`config.mk`:
```
export PLATFORM = sky130hd
export DESIGN_NAME = gpio_grp_ctrl
export DESIGN_NICKNAME = d
export VERILOG_FILES = /design/src/rtl/gpio_grp_pkg.sv /design/src/rtl/gpio_sync.sv /design/src/rtl/gpio_edge_detect.sv /design/src/rtl/gpio_irq_bank.sv /design/src/rtl/gpio_grp_ctrl.sv
export SDC_FILE = /design/constraint.sdc
export NUM_CORES = 2
export LEC_CHECK = 0
export ABC_AREA = 1
export BUFFER_PORTS_ARGS = -buffer_cell sky130_fd_sc_hd__buf_2
export CAP_MARGIN = 20
export CORE_MARGIN = 1.5
export CORE_UTILIZATION = 35
export CTS_CLUSTER_DIAMETER = 40
export DETAILED_ROUTE_END_ITERATION = 8
export GPL_TIMING_DRIVEN = 0
export PLACE_DENSITY = 0.49
export SLEW_MARGIN = 20
export SYNTH_ARGS = -nofsm -noshare
export SYNTH_HDL_FRONTEND = slang
export SYNTH_SLANG_ARGS = --single-unit
```
`constraint.sdc`:
```
create_clock -name clk -period 2 [get_ports clk]
set_input_delay 0.1 -clock clk [delete_from_list [all_inputs] [get_ports clk]]
set_output_delay 0.1 -clock clk [all_outputs]
set_load 0.005 [all_outputs]
```
`src/rtl/gpio_grp_pkg.sv`:
```
package gpio_grp_pkg;

  // Bits of a pin word that hold state; all others read as zero.
  localparam logic [31:0] CFG_KEEP = 32'h00E7_8FEF;

  typedef enum logic [2:0] {
    MD_NONE  = 3'd0,
    MD_DRIVE = 3'd1,
    MD_HIGH  = 3'd2,
    MD_LOW   = 3'd3,
    MD_RISE  = 3'd4,
    MD_FALL  = 3'd5,
    MD_BOTH  = 3'd6,
    MD_QUIET = 3'd7
  } pin_mode_e;

  // Event for one pin from its mode, current and previous level.
  function automatic logic trig_hit(logic [2:0] md, logic now, logic was);
    case (md)
      MD_HIGH: trig_hit = now;
      MD_LOW:  trig_hit = ~now;
      MD_RISE: trig_hit = now & ~was;
      MD_FALL: trig_hit = ~now & was;
      MD_BOTH: trig_hit = now ^ was;
      default: trig_hit = 1'b0;
    endcase
  endfunction

endpackage

```
`src/rtl/gpio_sync.sv`:
```
module gpio_sync #(
  parameter int WIDTH = 8
) (
  input  logic             clk,
  input  logic             rst_n,
  input  logic [WIDTH-1:0] raw,
  output logic [WIDTH-1:0] synced
);
  logic [WIDTH-1:0] stage1;

  always_ff @(posedge clk or negedge rst_n) begin
    if (!rst_n) begin
      stage1 <= '0;
      synced <= '0;
    end else begin
      stage1 <= raw;
      synced <= stage1;
    end
  end
endmodule

```
`src/rtl/gpio_edge_detect.sv`:
```
module gpio_edge_detect
  import gpio_grp_pkg::*;
#(
  parameter int WIDTH = 8
) (
  input  logic                  clk,
  input  logic                  rst_n,
  input  logic [WIDTH-1:0]      lvl,
  input  logic [WIDTH-1:0][2:0] mode,
  output logic [WIDTH-1:0]      evt
);
  logic [WIDTH-1:0] lvl_prev;

  always_ff @(posedge clk or negedge rst_n) begin
    if (!rst_n) lvl_prev <= '0;
    else        lvl_prev <= lvl;
  end

  for (genvar i = 0; i < WIDTH; i++) begin : g_pin
    assign evt[i] = trig_hit(mode[i], lvl[i], lvl_prev[i]);

    // An edge event cannot repeat in the next cycle under the same mode.
    AST_EDGE_ONE_SHOT: assert property (@(posedge clk) disable iff (!rst_n)
      (evt[i] && (mode[i] == MD_RISE || mode[i] == MD_FALL))
        |=> !(evt[i] && $stable(mode[i])));
  end
endmodule

```
`src/rtl/gpio_irq_bank.sv`:
```
module gpio_irq_bank #(
  parameter int WIDTH  = 8,
  parameter int GRP_ID = 0
) (
  input  logic                  clk,
  input  logic                  rst_n,
  input  logic [WIDTH-1:0]      evt,
  input  logic [WIDTH-1:0][2:0] grp,
  input  logic [WIDTH-1:0]      clr,
  output logic [WIDTH-1:0]      stat,
  output logic                  irq
);
  logic [WIDTH-1:0] set;

  for (genvar i = 0; i < WIDTH; i++) begin : g_match
    assign set[i] = evt[i] && (32'(grp[i]) == GRP_ID);
  end

  always_ff @(posedge clk or negedge rst_n) begin
    if (!rst_n) stat <= '0;
    else        stat <= (stat & ~clr) | set;
  end

  assign irq = |stat;

  AST_W1C_CLEARS: assert property (@(posedge clk) disable iff (!rst_n)
    (|(clr & ~set)) |=> ((stat & $past(clr & ~set)) == '0));
  AST_SET_ONLY_FROM_MATCH: assert property (@(posedge clk) disable iff (!rst_n)
    1'b1 |=> ((stat & ~$past(stat) & ~$past(set)) == '0));
  AST_STATUS_HOLDS: assert property (@(posedge clk) disable iff (!rst_n)
    (set == '0 && clr == '0) |=> $stable(stat));
endmodule

```
`src/rtl/gpio_grp_ctrl.sv`:
```
module gpio_grp_ctrl
  import gpio_grp_pkg::*;
#(
  parameter int N_PINS   = 40,
  parameter int N_GROUPS = 4,
  parameter int ADDR_W   = 12
) (
  input  logic                clk,
  input  logic                rst_n,
  input  logic                bus_we,
  input  logic [ADDR_W-1:0]   bus_addr,
  input  logic [31:0]         bus_wdata,
  output logic [31:0]         bus_rdata,
  input  logic [N_PINS-1:0]   pin_in,
  output logic [N_PINS-1:0]   pin_oe,
  output logic [N_PINS-1:0]   pin_do,
  output logic [N_GROUPS-1:0] irq
);
  localparam int N_WORDS = (N_PINS + 31) / 32;
  localparam int IDX_W   = (N_PINS > 1) ? $clog2(N_PINS) : 1;
  localparam int GRP_W   = (N_GROUPS > 1) ? $clog2(N_GROUPS) : 1;
  localparam int WRD_W   = (N_WORDS > 1) ? $clog2(N_WORDS) : 1;
  localparam int PAD_W   = N_WORDS * 32;

  // Address decode helpers
  function automatic logic is_cfg(logic [ADDR_W-1:0] a);
    return !a[11] && (32'(a[10:2]) < N_PINS);
  endfunction
  function automatic logic is_stat(logic [ADDR_W-1:0] a);
    return a[11] && (32'(a[10:6]) < N_GROUPS) && (32'(a[5:2]) < N_WORDS);
  endfunction

  logic [N_PINS-1:0][31:0]        cfg;
  logic [N_PINS-1:0][2:0]         mode_v;
  logic [N_PINS-1:0][2:0]         grp_v;
  logic [N_PINS-1:0]              lvl;
  logic [N_PINS-1:0]              evt;
  logic [N_GROUPS-1:0][N_PINS-1:0] stat_v;
  logic [N_GROUPS-1:0][PAD_W-1:0]  stat_pad;
  logic [N_GROUPS-1:0][PAD_W-1:0]  clr_pad;
  logic                           cfg_hit, stat_hit;
  logic [IDX_W-1:0]               pin_idx;
  logic [GRP_W-1:0]               grp_idx;
  logic [WRD_W-1:0]               wrd_idx;

  assign cfg_hit  = is_cfg(bus_addr);
  assign stat_hit = is_stat(bus_addr);
  assign pin_idx  = bus_addr[2 +: IDX_W];
  assign grp_idx  = bus_addr[6 +: GRP_W];
  assign wrd_idx  = bus_addr[2 +: WRD_W];

  // Configuration words
  always_ff @(posedge clk or negedge rst_n) begin
    if (!rst_n) begin
      cfg <= '0;
    end else if (bus_we && cfg_hit) begin
      cfg[pin_idx] <= bus_wdata & CFG_KEEP;
    end
  end

  for (genvar i = 0; i < N_PINS; i++) begin : g_pinf
    assign mode_v[i] = cfg[i][3:1];
    assign grp_v[i]  = cfg[i][18:16];
    assign pin_do[i] = cfg[i][0];
    assign pin_oe[i] = (cfg[i][3:1] == MD_DRIVE) && (cfg[i][6:5] == 2'd0);
  end

  gpio_sync #(.WIDTH(N_PINS)) u_sync (
    .clk(clk), .rst_n(rst_n), .raw(pin_in), .synced(lvl)
  );

  gpio_edge_detect #(.WIDTH(N_PINS)) u_edge (
    .clk(clk), .rst_n(rst_n), .lvl(lvl), .mode(mode_v), .evt(evt)
  );

  // Write-one-to-clear masks, one per group
  always_comb begin
    clr_pad = '0;
    if (bus_we && stat_hit) begin
      for (int g = 0; g < N_GROUPS; g++) begin
        if (32'(grp_idx) == g) clr_pad[g][32*wrd_idx +: 32] = bus_wdata;
      end
    end
  end

  for (genvar g = 0; g < N_GROUPS; g++) begin : g_grp
    gpio_irq_bank #(.WIDTH(N_PINS), .GRP_ID(g)) u_bank (
      .clk(clk), .rst_n(rst_n), .evt(evt), .grp(grp_v),
      .clr(clr_pad[g][N_PINS-1:0]), .stat(stat_v[g]), .irq(irq[g])
    );
  end

  always_comb begin
    stat_pad = '0;
    for (int g = 0; g < N_GROUPS; g++) stat_pad[g][N_PINS-1:0] = stat_v[g];
  end

  // Read path
  always_comb begin
    bus_rdata = '0;
    if (cfg_hit) begin
      bus_rdata = cfg[pin_idx];
      if (cfg[pin_idx][3:1] != MD_DRIVE) bus_rdata[0] = lvl[pin_idx];
    end else if (stat_hit) begin
      bus_rdata = stat_pad[grp_idx][32*wrd_idx +: 32];
    end
  end

  AST_OE_NEEDS_DRIVE: assert property (@(posedge clk) disable iff (!rst_n)
    (bus_we && cfg_hit && bus_wdata[3:1] != MD_DRIVE) |=> !pin_oe[$past(pin_idx)]);
endmodule

```
==> flow_summary.ini <==
[outcome]
outcome = complete, but fails checks
violations = negative hold slack, negative setup slack

[timing]
fmax_mhz = 328.1
timing.final.ws_setup_ps = -1048
worstMarginPinSlew_ps = 1258
drv_slew = 0
finalSetupViolCount = 68
finalCriticalPeriod_ps = 3048
setup-tns-final_ps = -18930
holdWs_ps = -804.9
period_share_pct = 152.4
hold_viol = 432
fin_skew_ps = 25.60
maxSlewHeadroom_pct = 16.16
rsz0062_at_grt = yes

[power_and_ir_drop]
power_mw = 54.93
sw_frac_of_total_pct = 27.01
clkPwrFrac_pct = 55.1
p_seq_share_pct = 38.0
p_leak_nw = 27.58
cellPowerDensity_mw_per_mm2 = 881.4
irDropWorstVdd_mv = 0.8239
p_comb_share_pct = 6.9
p_int_mw = 40.10
p_sw_mw = 14.84

[route]
wirelength_um = 263800
ant_nets = 0
dr.pass1.iters = 9
viasPerCell = 5.921
wl_per_cell_um = 32.79
drt_iter0_drc = 6449
dr_total_vias = 47641
drc = 0

[logic_synthesis]
synth-seq-cells = 1000
synth_cells = 5468
yosysSeqAreaShare_pct = 53.27
syn_area_per_cell_um2 = 8.592
synthesis.nets = 5635
synth.yosys.warnings = 0
synth_area_mm2 = 0.04698
synth_cell_type_count = 48

[layout]
fin_nets = 6303
fin_cells = 8046
n_fill_cell = 13135
syn2layout_area_growth_pct = 32.67
drive_gt1_share_pct = 23.90
utilization_pct = 46.76
multiInputGateArea_mm2 = 0.02142
regArea_mm2 = 0.02511

[place]
place_inst = 7452
port_buffers = 198
gp_congestion = 1.069
hpwl_um = 190300

[clocking]
root_buffer = clkbuf_16
cts.sinks = 1000
htree_levels = 4
ctsHoldBuffers = 113
cts_buffers = 164
cts_tree = yes
clkTransAtPathRegs_ps = 60
clkLatencyLatePin_ps = 850
clockBufferDepth = 3

[critical_path]
arrival_ps = 2950
required_ps = 1900
cp-start-kind = register
path_max_fanout = 3
endpoint_kind = output pin
critPathKind = reg2out

[die]
core_mm2 = 0.1333
die_area_mm2 = 0.1364
row_count = 134
die_h_um = 369.4
pin_count = 203
start_util_pct = 35.25
die_w_um = 369.4

[worst_hold_path]
hp-class = in2async

[global_route]
grt_antenna_before_repair = 24
grt_max_degree = 131
grt_pass1_vias = 45322
track_usage_pct = 38.22
grt_pass1_wl_um = 360300
grt_overflow = 0

[flow_run]
drv_cap = 0
==> worst paths after layout <==
check / start / end / slack, ps / depth (start not counted)
min in group clk: bus_addr[5] / cfg[133] / 20 / 5
worst max register to register: cfg[482] / g_grp[0].u_bank.stat[15] / 10 / 6
worst max-delay path: cfg[550] / bus_rdata[6] / -1050 / 9
max in group asynchronous: rst_n / g_grp[2].u_bank.stat[37] / 520 / 4
worst min-delay path: rst_n / u_sync.stage1[29] / -800 / 1
worst min register to register: u_sync.stage1[38] / u_sync.synced[38] / 340 / 0
==> synthesized netlist by cell type (all sizes together) <==
| library cell | count | area share (%) |
|---|---|---|
| xor2 | 40 | 0.75 |
| a32o | 1 | 0.021 |
| o2111ai | 17 | 0.32 |
| o211ai | 42 | 0.67 |
| o21ai | 1055 | 11 |
| or2 | 1 | 0.013 |
| nand4 | 94 | 1.3 |
| a211oi | 1 | 0.016 |
| a31o | 1 | 0.019 |
| nor3 | 6 | 0.088 |
| o22ai | 61 | 0.81 |
| a21oi | 66 | 0.70 |
| ha | 80 | 2.1 |
| a31oi | 13 | 0.17 |
| o31ai | 2 | 0.032 |
| buf | 192 | 2.6 |
| dfrtp | 1000 | 53 |
| and3 | 1 | 0.013 |
| o21a | 1 | 0.016 |
| a21boi | 1 | 0.016 |
| a22oi | 102 | 1.6 |
| o41ai | 78 | 1.5 |
| nand3b | 4 | 0.064 |
| clkinv | 4 | 0.032 |
| nand3 | 154 | 1.6 |
| nand2 | 1806 | 15 |
| inv | 289 | 2.3 |
| a221oi | 3 | 0.056 |
| or3 | 7 | 0.10 |
| nor4 | 80 | 1.1 |
| a22o | 7 | 0.13 |
| clkbuf | 179 | 1.5 |
| nor2 | 78 | 0.99 |
| a311oi | 2 | 0.037 |
==> cell families (layout without fill, tap and decap cells) <==
kind of cell               count (synthesis)  in the layout  share of synthesized area, %
AOI/OAI and AO/OA                       1453           1453                         17.34
xor gates and xnor gates                  40             40                        0.7457
DFF                                     1000           1000                         53.27
adders and majority gates                 80             80                         2.131
other                                      0              7                             0
buffers and inverters                    664           1467                         6.453
and+or+nand+nor                         2231           2231                         20.06
==> final cells by class <==
cell class | instances | share of cell area [%]
Buffer | 366 | 3.897
Inverter | 293 | 1.847
Sequential cell | 1000 | 40.29
Clock inverter | 104 | 2.152
Timing Repair Buffer | 507 | 6.719
Clock buffer | 197 | 7.157
Multi-Input combinational cell | 3804 | 34.36
Tap cell | 1768 | 3.549
Antenna cell | 7 | 0.02811
==> registers in the layout (all words and copies together) (netlist names) <==
register	count
cfg	680
u_sync.synced	40
u_sync.stage1	40
pin_do	40
u_edge.lvl_prev	40
g_grp.u_bank.stat	160
==> worst max-delay path: stages (launching register included) <==
cell,delay [ps]
dfrtp_1,430
nand2_2,120
nand2_4,120
a21oi_2,120
nand4_1,350
nand2_4,260
nand3_1,110
o21ai_2,290
nand2_2,140
buf_2,150
==> through the flow <==
stage	setup WS (ps)	instance area, µm²
floorplan	224.9	46980
global placement	-22470	50180
detailed placement	-2242	50720
CTS	-962.8	61160
global route	-984.2	62310
finish	-1048	62330
==> power groups by stage <==
stage	Clock (mW)	Sequential (mW)	Combinational [mW]
4_1_cts	30.3	20.9	3.61
5_1_grt	31.2	20.9	3.90
3_5_place_dp	0	21.2	3.11
2_1_floorplan	0	21.1	1.06
6_report	30.2	20.9	3.81
3_3_place_gp	0	21.2	2.99
==> timing repair <==
item / CTS / global route
hold endpoints to repair: 639 / 432
setup endpoints to repair: 734 / 346
gates cloned: 2 / 0
pin swaps: 125 / 95
setup buffers: 132 / 46
gates resized for setup: 684 / 272
==> metal layers <==
metal | GRT usage, % | share of wire [%]
met3 | 11.53 | 11
met5 | 0 | 0.011
met2 | 54.85 | 42
met4 | 28.09 | 8.7
met1 | 48.49 | 38
==> layout by cell type (no fill, tap or decap), types with 85 or more instances in the layout <==
cell type	synthesis	routed
nand2_1	1765	1630
dfrtp_1	1000	932
o21ai_0	969	907
buf_2	100	250
inv_1	281	225
buf_4	44	198
clkbuf_16	0	168
nand3_1	154	125
dlygate4sd3_1	0	113
nand2_2	24	104
o21ai_1	86	100
clkbuf_1	170	99
nand4_1	94	94
a22oi_1	102	90
buf_6	31	85
Note: power is estimated with default switching activity, not from simulation.
